### config.mk
export PLATFORM = sky130hd
export DESIGN_NAME = tdm_interleaver
export DESIGN_NICKNAME = d
export VERILOG_FILES = /design/src/rtl/tdm_pkg.sv /design/src/rtl/tdm_slot_counter.sv /design/src/rtl/tdm_frame_latch.sv /design/src/rtl/tdm_slot_select.sv /design/src/rtl/tdm_interleaver.sv
export SDC_FILE = /design/constraint.sdc
export NUM_CORES = 1
export LEC_CHECK = 0
export ABC_CLOCK_PERIOD_IN_PS = 2300
export CAP_MARGIN = 10
export CORE_MARGIN = 4
export CORE_UTILIZATION = 25
export DETAILED_ROUTE_END_ITERATION = 8
export DONT_BUFFER_PORTS = 1
export GPL_TIMING_DRIVEN = 0
export HOLD_SLACK_MARGIN = 0.12
export SYNTH_ARGS = -nofsm -noshare
export SYNTH_HDL_FRONTEND = slang
export SYNTH_SLANG_ARGS = --single-unit
### constraint.sdc
create_clock -name clk -period 2.3 [get_ports clk]
set_clock_uncertainty 0.15 [all_clocks]
set_input_delay 0.345 -clock clk [delete_from_list [all_inputs] [get_ports clk]]
set_output_delay 0.345 -clock clk [all_outputs]
set_load 0.1 [all_outputs]
### src/rtl/tdm_pkg.sv
package tdm_pkg;

   typedef enum logic {
      TDM_ORDER_BIT  = 1'b0,
      TDM_ORDER_WORD = 1'b1
   } tdm_order_e;

endpackage

### src/rtl/tdm_slot_counter.sv
module tdm_slot_counter #(
   parameter int SLOTS = 16,
   localparam int SLOT_W = $clog2(SLOTS)
) (
   input  logic              clk,
   input  logic              rst,
   output logic [SLOT_W-1:0] slot_o,
   output logic              last_o
);

   localparam logic [SLOT_W-1:0] LAST = SLOT_W'(SLOTS - 1);

   logic [SLOT_W-1:0] slot_q;

   always_ff @(posedge clk) begin
      if (rst) begin
         slot_q <= '0;
      end else if (slot_q == LAST) begin
         slot_q <= '0;
      end else begin
         slot_q <= slot_q + 1'b1;
      end
   end

   assign slot_o = slot_q;
   assign last_o = (slot_q == LAST);

   // the frame closes back to slot zero
   a_r5_wrap: assert property (@(posedge clk) disable iff (rst)
      (slot_o == LAST) |=> (slot_o == '0));

   // single step within a frame
   a_r6_step: assert property (@(posedge clk) disable iff (rst)
      (slot_o != LAST) |=> (slot_o == $past(slot_o) + 1'b1));

endmodule

### src/rtl/tdm_frame_latch.sv
module tdm_frame_latch #(
   parameter int NUM_CH = 4,
   parameter int CH_W   = 4,
   localparam int TOT_W = NUM_CH * CH_W
) (
   input  logic                clk,
   input  logic                rst,
   input  logic                load_i,
   input  logic [TOT_W-1:0]    chan_i,
   input  tdm_pkg::tdm_order_e mode_i,
   output logic [TOT_W-1:0]    words_o,
   output tdm_pkg::tdm_order_e mode_o
);

   tdm_pkg::tdm_order_e mode_q;

   generate
      for (genvar k = 0; k < NUM_CH; k++) begin : g_ch
         logic [CH_W-1:0] word_q;
         always_ff @(posedge clk) begin
            if (rst) begin
               word_q <= '0;
            end else if (load_i) begin
               word_q <= chan_i[k*CH_W +: CH_W];
            end
         end
         assign words_o[k*CH_W +: CH_W] = word_q;
      end
   endgenerate

   always_ff @(posedge clk) begin
      if (rst) begin
         mode_q <= tdm_pkg::TDM_ORDER_BIT;
      end else if (load_i) begin
         mode_q <= mode_i;
      end
   end

   assign mode_o = mode_q;

   // no data change except on the frame-boundary edge
   a_r7_hold_words: assert property (@(posedge clk) disable iff (rst)
      !load_i |=> $stable(words_o));

   // ordering stays fixed inside a frame
   a_r9_hold_mode: assert property (@(posedge clk) disable iff (rst)
      !load_i |=> $stable(mode_o));

endmodule

### src/rtl/tdm_slot_select.sv
module tdm_slot_select #(
   parameter int NUM_CH = 4,
   parameter int CH_W   = 4,
   localparam int TOT_W   = NUM_CH * CH_W,
   localparam int SLOT_W  = $clog2(TOT_W),
   localparam int CH_BITS = $clog2(NUM_CH),
   localparam int BIT_BITS = $clog2(CH_W)
) (
   input  logic                clk,
   input  logic                rst,
   input  logic [TOT_W-1:0]    words_i,
   input  tdm_pkg::tdm_order_e mode_i,
   input  logic [SLOT_W-1:0]   slot_i,
   output logic                ser_o
);

   logic [CH_BITS-1:0]  ch_sel;
   logic [BIT_BITS-1:0] bit_sel;
   logic [SLOT_W-1:0]   flat_idx;

   always_comb begin
      if (mode_i == tdm_pkg::TDM_ORDER_WORD) begin
         ch_sel  = slot_i[SLOT_W-1:BIT_BITS];
         bit_sel = slot_i[BIT_BITS-1:0];
      end else begin
         ch_sel  = slot_i[CH_BITS-1:0];
         bit_sel = slot_i[SLOT_W-1:CH_BITS];
      end
   end

   assign flat_idx = {ch_sel, bit_sel};
   assign ser_o    = words_i[flat_idx];

   // a channel holds the line for a full word in word order
   a_r4_word_run: assert property (@(posedge clk) disable iff (rst)
      (mode_i == tdm_pkg::TDM_ORDER_WORD && slot_i[BIT_BITS-1:0] != '1
       && $stable(mode_i)) |=> (ch_sel == $past(ch_sel)) || (mode_i != $past(mode_i)));

   // bit order visits every channel before the next bit position
   a_r2_bit_rotate: assert property (@(posedge clk) disable iff (rst)
      (mode_i == tdm_pkg::TDM_ORDER_BIT && slot_i[CH_BITS-1:0] != '1)
      |=> (mode_i != tdm_pkg::TDM_ORDER_BIT) || (bit_sel == $past(bit_sel)));

endmodule

### src/rtl/tdm_interleaver.sv
module tdm_interleaver #(
   parameter int NUM_CH = 4,
   parameter int CH_W   = 4,
   localparam int TOT_W  = NUM_CH * CH_W,
   localparam int SLOT_W = $clog2(TOT_W)
) (
   input  logic              clk,
   input  logic              rst,
   input  logic [TOT_W-1:0]  chan_i,
   input  logic              mode_i,
   output logic              ser_o,
   output logic              frame_start_o,
   output logic [SLOT_W-1:0] slot_o
);

   generate
      if (NUM_CH < 2 || (NUM_CH & (NUM_CH - 1)) != 0) begin : g_bad_ch
         $error("NUM_CH must be a power of two of at least 2");
      end
      if (CH_W < 2 || (CH_W & (CH_W - 1)) != 0) begin : g_bad_w
         $error("CH_W must be a power of two of at least 2");
      end
   endgenerate

   logic                last_slot;
   logic [TOT_W-1:0]    words_q;
   tdm_pkg::tdm_order_e mode_q;
   tdm_pkg::tdm_order_e mode_req;

   assign mode_req = tdm_pkg::tdm_order_e'(mode_i);

   tdm_slot_counter #(.SLOTS(TOT_W)) u_cnt (
      .clk    (clk),
      .rst    (rst),
      .slot_o (slot_o),
      .last_o (last_slot)
   );

   tdm_frame_latch #(.NUM_CH(NUM_CH), .CH_W(CH_W)) u_latch (
      .clk     (clk),
      .rst     (rst),
      .load_i  (last_slot),
      .chan_i  (chan_i),
      .mode_i  (mode_req),
      .words_o (words_q),
      .mode_o  (mode_q)
   );

   tdm_slot_select #(.NUM_CH(NUM_CH), .CH_W(CH_W)) u_sel (
      .clk     (clk),
      .rst     (rst),
      .words_i (words_q),
      .mode_i  (mode_q),
      .slot_i  (slot_o),
      .ser_o   (ser_o)
   );

   assign frame_start_o = (slot_o == '0);

   // the strobe is a single-cycle pulse
   a_r8_single_pulse: assert property (@(posedge clk) disable iff (rst)
      frame_start_o |=> !frame_start_o);

   // the strobe returns once the last slot has gone out
   a_r8_after_last: assert property (@(posedge clk) disable iff (rst)
      last_slot |=> frame_start_o);

endmodule

Word-level counts from Yosys, hierarchy flattened --
Index checks and enable logic that the tools add are counted. Widths: inputs -> output; s select.
Word-level totals: register bits 21, input port bits 19, output and inout bits 6, logic and storage cells 15
Operators by class: $add $sub $neg 1, order comparisons 1, eq/ne operators 1, multiplexer cells 4, reduce and logical (&&, ||, !) cells 2
Operator list (count):
- $lt 4x5->1 const B | 1
- $add 4x1->4 const B | 1
- $bmux 1 s4 | 1
- $eq 4x4->1 const B | 1
- $logic_not 4->1 | 1
- $mux 2 | 2
- $reduce_or 2->1 | 1
- $mux 1 | 1

Logic depth before layout (Yosys ltp) --
Gate-level depths: netlist (run 1).
depth in word-level cells 3, depth in mapped cells 6, gate-level depth less buffers 4

Modules after synthesis --
Synthesis (run 1) repeated with hierarchy kept, for this count alone.
Second synthesis, totals: cell total of the unflattened synthesis 101, area total of the unflattened synthesis 1059.8 um^2
By module, submodules not included:
- tdm_frame_latch | times used 1, cells an instance 55, area each 614.3 um^2, seq. area each 340.3 um^2
- tdm_slot_select | times used 1, cells an instance 30, area each 266.5 um^2, seq. area each 0.0 um^2
- tdm_slot_counter | times used 1, cells an instance 15, area each 166.4 um^2, seq. area each 80.1 um^2
- tdm_interleaver | times used 1, cells an instance 1, area each 12.5 um^2, seq. area each 0.0 um^2

Least setup slack after synthesis (run 1) --
Ideal clock, no wire load.
path kind reg2out, start register u_cnt.slot_q[0] (netlist: u_cnt.slot_o[0]), end output port frame_start_o, arrival time 3.209 ns, required time 1.805 ns, path slack -1.404 ns, stages on the path, launching flop included 4, buffers on the path 0, path through dfxtp_1 inv_2 ha_1 nor3b_1
Between the ends: longest elaborated chain between the ends 1
RTL lines:
- start: declaration | line tdm_slot_counter.sv:13 | logic [SLOT_W-1:0] slot_q;
- start signal: assignment | line tdm_slot_counter.sv:21 | slot_q <= slot_q + 1'b1;
- $logic_not 4->1 | line tdm_interleaver.sv:58 | assign frame_start_o = (slot_o == '0);
- end: declaration | line tdm_interleaver.sv:12 | output logic frame_start_o,
Every way passes these cells.

Final worst setup path (run 1) --
start register u_cnt.slot_q[3] (netlist: u_cnt.slot_o[3]), end output port ser_o
Between the ends: longest elaborated chain between the ends 3, elaborated cells on any way between the ends 4, those cells by class mux (4)
RTL lines:
- $mux 2 | line tdm_slot_select.sv:22 | if (mode_i == tdm_pkg::TDM_ORDER_WORD) begin
- $bmux 1 s4 * | line tdm_slot_select.sv:32 | assign ser_o = words_i[flat_idx];
- $mux 1 (implied by the code) * | line tdm_slot_select.sv:32
- end: declaration | line tdm_interleaver.sv:11 | output logic ser_o,
Every way passes the cells marked *; elsewhere a longest branch is shown, timed or not. The select of a mux whose other input is x is not followed.

==> results of run 1 <==
cells in the final DEF, fill, tap and decap left out, drive strengths merged:
| master | count |
|---|---|
| nor2 | 1 |
| nand4 | 1 |
| nor3b | 4 |
| and3 | 1 |
| xnor2 | 1 |
| o21ai | 3 |
| mux2 | 4 |
| mux2i | 2 |
| or4 | 1 |
| or3b | 1 |
| dlygate4sd3 | 18 |
| buf | 7 |
| ha | 2 |
| a22oi | 2 |
| nand3b | 2 |
| nand2 | 34 |
| mux4 | 2 |
| clkbuf | 7 |
| a21oi | 21 |
| a21boi | 2 |
| nand3 | 2 |
| dfxtp | 21 |
| nor3 | 3 |
| inv | 3 |
critical path, stage by stage, from the launching register on:
cell and delay (ns):
dfxtp_4 0.45, buf_8 0.16, mux2i_4 0.16, buf_12 0.14
mux4_2 0.52, o21ai_2 0.08, nand4_1 0.95
cell type report:
type                       instances  share of cell area, %
buffer                             8                   3.37
clock buffer                       4                   3.28
inverter                           3                  0.820
multi-input combinational         89                   41.3
sequential                        21                   31.7
tap                               48                   4.37
timing repair buffer              20                   15.1
logic make-up (layout without fill, tap and decap cells):
| family | after synthesis | in the layout | share of synthesized area, % |
|---|---|---|---|
| adder cells (fa/ha/maj) | 2 | 2 | 2.48 |
| buffers and inverters | 11 | 35 | 5.33 |
| flip-flops | 21 | 21 | 41.6 |
| AND/OR/NAND/NOR | 50 | 50 | 22.8 |
| multiplexers | 8 | 8 | 12.0 |
| XOR/XNOR | 1 | 1 | 0.868 |
| AO/OA/AOI/OAI | 28 | 28 | 14.9 |
registers in the layout (all words and copies together), names as in the netlist:
signal / count
u_cnt.slot_o: 4
u_latch.mode_o: 1
u_latch.g_ch.word_q: 16
power breakdown:
part / switching [uW] / internal [uW]
combinational: 48.6 / 40.7
clock: 118 / 123
sequential: 43.3 / 367
path summary, 6_finish.rpt:
check,from,endpoint,slack [ns],cells past startpoint
hold reg to reg,u_latch.g_ch[2].word_q[0],u_latch.g_ch[2].word_q[0],0.31,2
hold / removal,u_latch.g_ch[2].word_q[0],u_latch.g_ch[2].word_q[0],0.31,2
setup / recovery,u_cnt.slot_o[3],ser_o,-0.92,6
setup reg to reg,u_cnt.slot_o[1],u_latch.g_ch[0].word_q[0],0.31,5
repair_timing:
item	CTS	global route
hold buffers	18	0
setup endpoints to repair	2	2
resized for setup	3	3
hold endpoints to repair	18	0
buffers inserted	1	1
pin swaps	2	1
per-layer routing:
layer | wire [um] | vias up | global-route usage, %
li1 | - | 463 | -
met1 | 1040 | 428 | 11.5
met2 | 1260 | 24 | 17.4
met3 | 130 | 4 | 2.52
met4 | 38 | 0 | 4.80
met5 | 0 | - | 0
through the flow:
stage               hold slack (ns)  utilization (%)  power, uW  worst slack, ns
detailed placement            0.266             29.0        479           -0.743
global placement              0.264             28.9        475           -0.727
finish                        0.308             36.4        740           -0.920
floorplan                     0.261                -        466           -0.557
global route                  0.324             36.4        767            -1.01
CTS                           0.308             35.5        739           -0.989
==> impl_metrics.json, run 1 <==
{
  "number_of_enable_type_register_cells_in_the_synthesized_netlist": 0,
  "p_per_area_nw_per_um2": 539,
  "cts_tree": "built",
  "finish.net_count": 167,
  "ys_async_sr_fraction_pct": 0,
  "cts.sink_count": 21,
  "dr.first_iter.drc_count": 23,
  "layout.filler_cells": 383,
  "startpoint_type": "register",
  "clkLatencyLatePin_ns": 0.25,
  "synthesis.area_per_instance_um2": 8.34,
  "routed_wirelength_um": 2470,
  "final.period_utilization_pct": 140,
  "drc": 0,
  "placed_cell_area_um2": 1090,
  "grt_setup_unrepaired": "true",
  "die_height_um": 71.6,
  "layout-drive-gt1-share_pct": 17.9,
  "timing.critical_path.required_ns": 1.80,
  "worstMarginPinSlew_ns": 1.22,
  "final-seq-area_um2": 435,
  "clockRootBuffer": "clkbuf_8",
  "most_instantiated_library_cell_after_synthesis": "nand2_1",
  "floorplan.core_area_um2": 3770,
  "worstHoldPathType": "reg2reg",
  "grtUsageTotal_pct": 10.1,
  "cap_violations": 0,
  "post_synthesis_cell_area_um2": 1010,
  "first_global_vias": 886,
  "globalRoute.totalOverflow": 0,
  "layout_setup_ws_ns": -0.920,
  "cts_buffers": 3,
  "dpl.hpwl_um": 1740,
  "cts.path.max_buffers": 2,
  "final_cells": 193,
  "synth-seq-cells": 21,
  "leakagePower_uw": 0.000465,
  "cts_htree_levels": 1,
  "synthFlopType": "dfxtp_1",
  "synth_nets": 142,
  "synth.cells.most_frequent": "34 x nand2_1, 21 x a21oi_1, 21 x dfxtp_1",
  "fmax_ghz": 0.311,
  "vdd_ir_drop_max_mv": 0.354,
  "io_pins": 25,
  "synth_top_area_share_pct": 41.6,
  "failed_checks": "setup timing",
  "number_of_port_buffers": 0,
  "synth.area.top_cells": "dfxtp_1 42%, nand2_1 13%, a21oi_1 10%, mux4_1 5.2%, mux2_2 4.5%",
  "synth_cells": 121,
  "final_report_hold_violation_count": 0,
  "dp_cells": 169,
  "grt_first_pass_wirelength_um": 4040,
  "clkTransAtPathRegs_ns": 0.07,
  "ant_nets": 0,
  "antenna_violations_before_repair": 0,
  "effective_utilization_at_floorplan_pct": 26.8,
  "critical_path.max_fanout": 6,
  "via_to_cell_ratio": 4.76,
  "synthToLayoutAreaGrowth_pct": 36.1,
  "count_of_unique_library_cells_instantiated_by_yosys": 27,
  "num_vias": 919,
  "synth_seq_area_share_pct": 41.6,
  "max_slew_margin_pct": 18.3,
  "insertedDiodeCount": 0,
  "post_drt_wl_per_cell_um": 12.8,
  "setup.worst_path.end_class": "output pin",
  "postLayoutCellArea_um2": 1370,
  "setup_viol": 2,
  "worst_ep_arrival_time_ns": 2.72,
  "final_max_slew_viol_count": 0,
  "timing.final.crit_period_ns": 3.22,
  "dieWidth_um": 71.6,
  "multi_input_comb_area_um2": 568,
  "setup_tns_ns": -0.998,
  "grt_max_degree": 12,
  "status": "finished with violations",
  "timing_worst_setup_path_type": "reg2out",
  "placementRows": 22,
  "drt-pass1-iter-count": 4,
  "yosysWarnings": 0,
  "synth_area_leader_cell": "dfxtp_1",
  "gp_routability_congestion": 0.815,
  "die_area_um2": 5120
}
Power figures use the tool's default switching activity.
==> run 2, diff against run 1 <==
--- a/config.mk
+++ b/config.mk
@@ -15,4 +15,5 @@
 export HOLD_SLACK_MARGIN = 0.12
 export SYNTH_ARGS = -nofsm -noshare
 export SYNTH_HDL_FRONTEND = slang
+export SYNTH_HIERARCHICAL = 1
 export SYNTH_SLANG_ARGS = --single-unit
==> constraint.sdc (replaced) <==
create_clock -name clk -period 2.3 [get_ports clk]
set_clock_uncertainty 0.15 [all_clocks]
set_input_delay 0 -clock clk [delete_from_list [all_inputs] [get_ports clk]]
set_output_delay 0 -clock clk [all_outputs]
set_load 0.1 [all_outputs]
==> run 2 against run 1 <==
The run still ends with setup timing left. Global-route usage increased by 0.39 points. Critical path depth unchanged. Utilization about the same. Clock-buffer cell count decreased by 1. Setup slack improved by 0.46 ns. Die area increased by 4.4%. Maximum frequency increased by 17%. Final area increased by 7.6%. Non-clock buffer count increased by 5. Critical path type unchanged.
==> impl_metrics.json, run 2 <==
{
  "failed_checks": "setup timing",
  "cts_buffers": 3,
  "cts.sink_count": 21,
  "leakagePower_uw": 0.000528,
  "worstPathCellList": "buf_6 > mux2i_4 > buf_12 > mux2_2 > a22oi_1 > nand4_1",
  "post_synthesis_cell_area_um2": 1060,
  "synth.area.top_cells": "dfxtp_1 40%, mux2i_1 17%, mux2_2 7.4%, nor2_1 6.4%, a21oi_1 3.8%",
  "synthesis.area_per_instance_um2": 10.5,
  "grt_max_degree": 13,
  "most_instantiated_library_cell_after_synthesis": "dfxtp_1",
  "cts.path.max_buffers": 2,
  "via_to_cell_ratio": 4.70,
  "floorplan.core_area_um2": 4060,
  "insertedDiodeCount": 0,
  "p_per_area_nw_per_um2": 510,
  "synth_nets": 121,
  "largest_register_ffs": 16,
  "dieWidth_um": 73.1,
  "largest_register": "u_latch/g_ch.word_q",
  "num_vias": 860,
  "cts_tree": "built",
  "cap_violations": 0,
  "synth_seq_area_share_pct": 39.7,
  "dpl.hpwl_um": 1680,
  "setup.worst_path.start": "u_latch/mode_o",
  "gp_routability_congestion": 0.740,
  "layout.cells.most_common_list": "18 x dlygate4sd3_1, 18 x nor2_1, 18 x mux2i_1, 16 x dfxtp_1, 8 x a21oi_1",
  "synth-seq-cells": 21,
  "effective_utilization_at_floorplan_pct": 26.1,
  "grt_setup_unrepaired": "true",
  "worstMarginPinSlew_ns": 1.23,
  "final_core_utilization_pct": 36.4,
  "ys_async_sr_fraction_pct": 0,
  "timing_worst_setup_path_type": "reg2out",
  "final_max_slew_viol_count": 0,
  "synthToLayoutAreaGrowth_pct": 39.4,
  "startpoint_type": "register",
  "final_report_hold_violation_count": 0,
  "count_of_unique_library_cells_instantiated_by_yosys": 27,
  "timing.critical_path.required_ns": 2.15,
  "first_global_vias": 942,
  "max_slew_margin_pct": 17.6,
  "status": "finished with violations",
  "setup.worst_path.end_class": "output pin",
  "dr.first_iter.drc_count": 14,
  "layout_setup_ws_ns": -0.457,
  "synthFlopType": "dfxtp_1",
  "antenna_violations_before_repair": 0,
  "clockRootBuffer": "clkbuf_8",
  "finish.net_count": 154,
  "synth_cells": 101,
  "min_from": "chan_i[1]",
  "placementRows": 23,
  "critical-path-max-stage-delay_ns": 0.98,
  "synth.cells.most_frequent": "21 x dfxtp_1, 18 x mux2i_1, 18 x nor2_1",
  "post_drt_wl_per_cell_um": 13.8,
  "grtUsageTotal_pct": 10.4,
  "clkTransAtPathRegs_ns": 0.07,
  "io_pins": 25,
  "critical_path.max_fanout": 7,
  "globalRoute.totalOverflow": 0,
  "die_area_um2": 5350,
  "final.period_utilization_pct": 120,
  "number_of_port_buffers": 0,
  "ant_nets": 0,
  "clkLatencyLatePin_ns": 0.25,
  "cpMaxStageDelayCell": "nand4_1",
  "setup_viol": 1,
  "synth_top_area_share_pct": 39.7,
  "drt-pass1-iter-count": 4,
  "dp_cells": 152,
  "timing.final.crit_period_ns": 2.76,
  "yosysWarnings": 6,
  "die_height_um": 73.1,
  "layout-drive-gt1-share_pct": 29.3,
  "vdd_ir_drop_max_mv": 0.366,
  "worstHoldPathType": "in2reg",
  "number_of_enable_type_register_cells_in_the_synthesized_netlist": 0,
  "routed_wirelength_um": 2520,
  "regToRegStartpoint": "u_cnt/slot_o[0]",
  "worst_ep_arrival_time_ns": 2.61,
  "drc": 0,
  "final_cells": 183,
  "grt_first_pass_wirelength_um": 4370,
  "synth_area_leader_cell": "dfxtp_1",
  "fmax_ghz": 0.363,
  "cts_htree_levels": 1
}
==> run 2: power by group <==
| part | internal [uW] | switching, uW | total, uW |
|---|---|---|---|
| clock | 121 | 117 | 238 |
| sequential | 367 | 43.3 | 410 |
| combinational | 52.6 | 53.3 | 106 |
| total | 540 | 214 | 754 |
==> run 2: routing by layer <==
metal	global-route usage, %	up-vias	wire, um
met5	0	-	0
met4	5.33	0	31
met3	2.07	4	114
met2	17.4	21	1270
met1	12.6	404	1100
li1	-	431	-
==> run 2: logic make-up (layout without fill, tap and decap cells) <==
| logic type | after synthesis | after routing | synth area share (%) |
|---|---|---|---|
| and+or+nand+nor | 32 | 32 | 17.6 |
| DFF | 21 | 21 | 39.7 |
| buffers and inverters | 6 | 38 | 5.19 |
| adders and majority gates | 1 | 1 | 1.18 |
| AOI/OAI and AO/OA | 13 | 13 | 6.85 |
| muxes | 27 | 27 | 28.7 |
| xor gates and xnor gates | 1 | 1 | 0.827 |
==> run 2: path summary, 6_finish.rpt <==
| check | cells past startpoint | end | slack (ns) |
|---|---|---|---|
| hold reg to reg | 2 | u_latch/g_ch[0].word_q[1] | 0.35 |
| setup / recovery | 6 | ser_o | -0.46 |
| hold / removal | 3 | u_latch/g_ch[0].word_q[1] | 0.28 |
| setup reg to reg | 7 | u_latch/g_ch[2].word_q[0] | 0.14 |
==> run 2: final cells by class <==
class | instances | area, um^2
fillers | 395 | 2580
multi-input cells | 74 | 612
flip-flops and latches | 21 | 437
repair buffers | 28 | 265
well taps | 50 | 62.6
plain buffers | 5 | 51.3
clock buffers | 3 | 41.3
clock inverters | 1 | 5.00
inverters | 1 | 3.75
==> run 2: through the flow <==
step                worst slack (ns)  cell area, um^2  hold WS (ns)  setup TNS (ns)  power [uW]
CTS                           -0.476             1450         0.271          -0.476         758
detailed placement            -0.381             1160       -0.0843          -0.381         491
finish                        -0.457             1480         0.278          -0.457         754
global route                  -0.521             1480         0.303          -0.521         787
floorplan                     -0.195             1080       -0.0884          -0.195         473
global placement              -0.367             1140       -0.0874          -0.367         481
==> run 2: timing repair <==
item / CTS / global route
gates resized for setup: 8 / 1
pin swaps: 1 / 1
endpoints found under the hold margin: 21 / 0
endpoints found under the setup margin: 1 / 1
buffers inserted: 5 / 4
hold buffers: 18 / 0
==> run 2: worst max-delay path, delay by kind of cell, from the launching register on <==
| kind | cells | cell delay, ns |
|---|---|---|
| flops | 1 | 0.34 |
| simple gates | 1 | 0.98 |
| buf+inv | 2 | 0.27 |
| mux | 2 | 0.57 |
| compound gates | 1 | 0.19 |
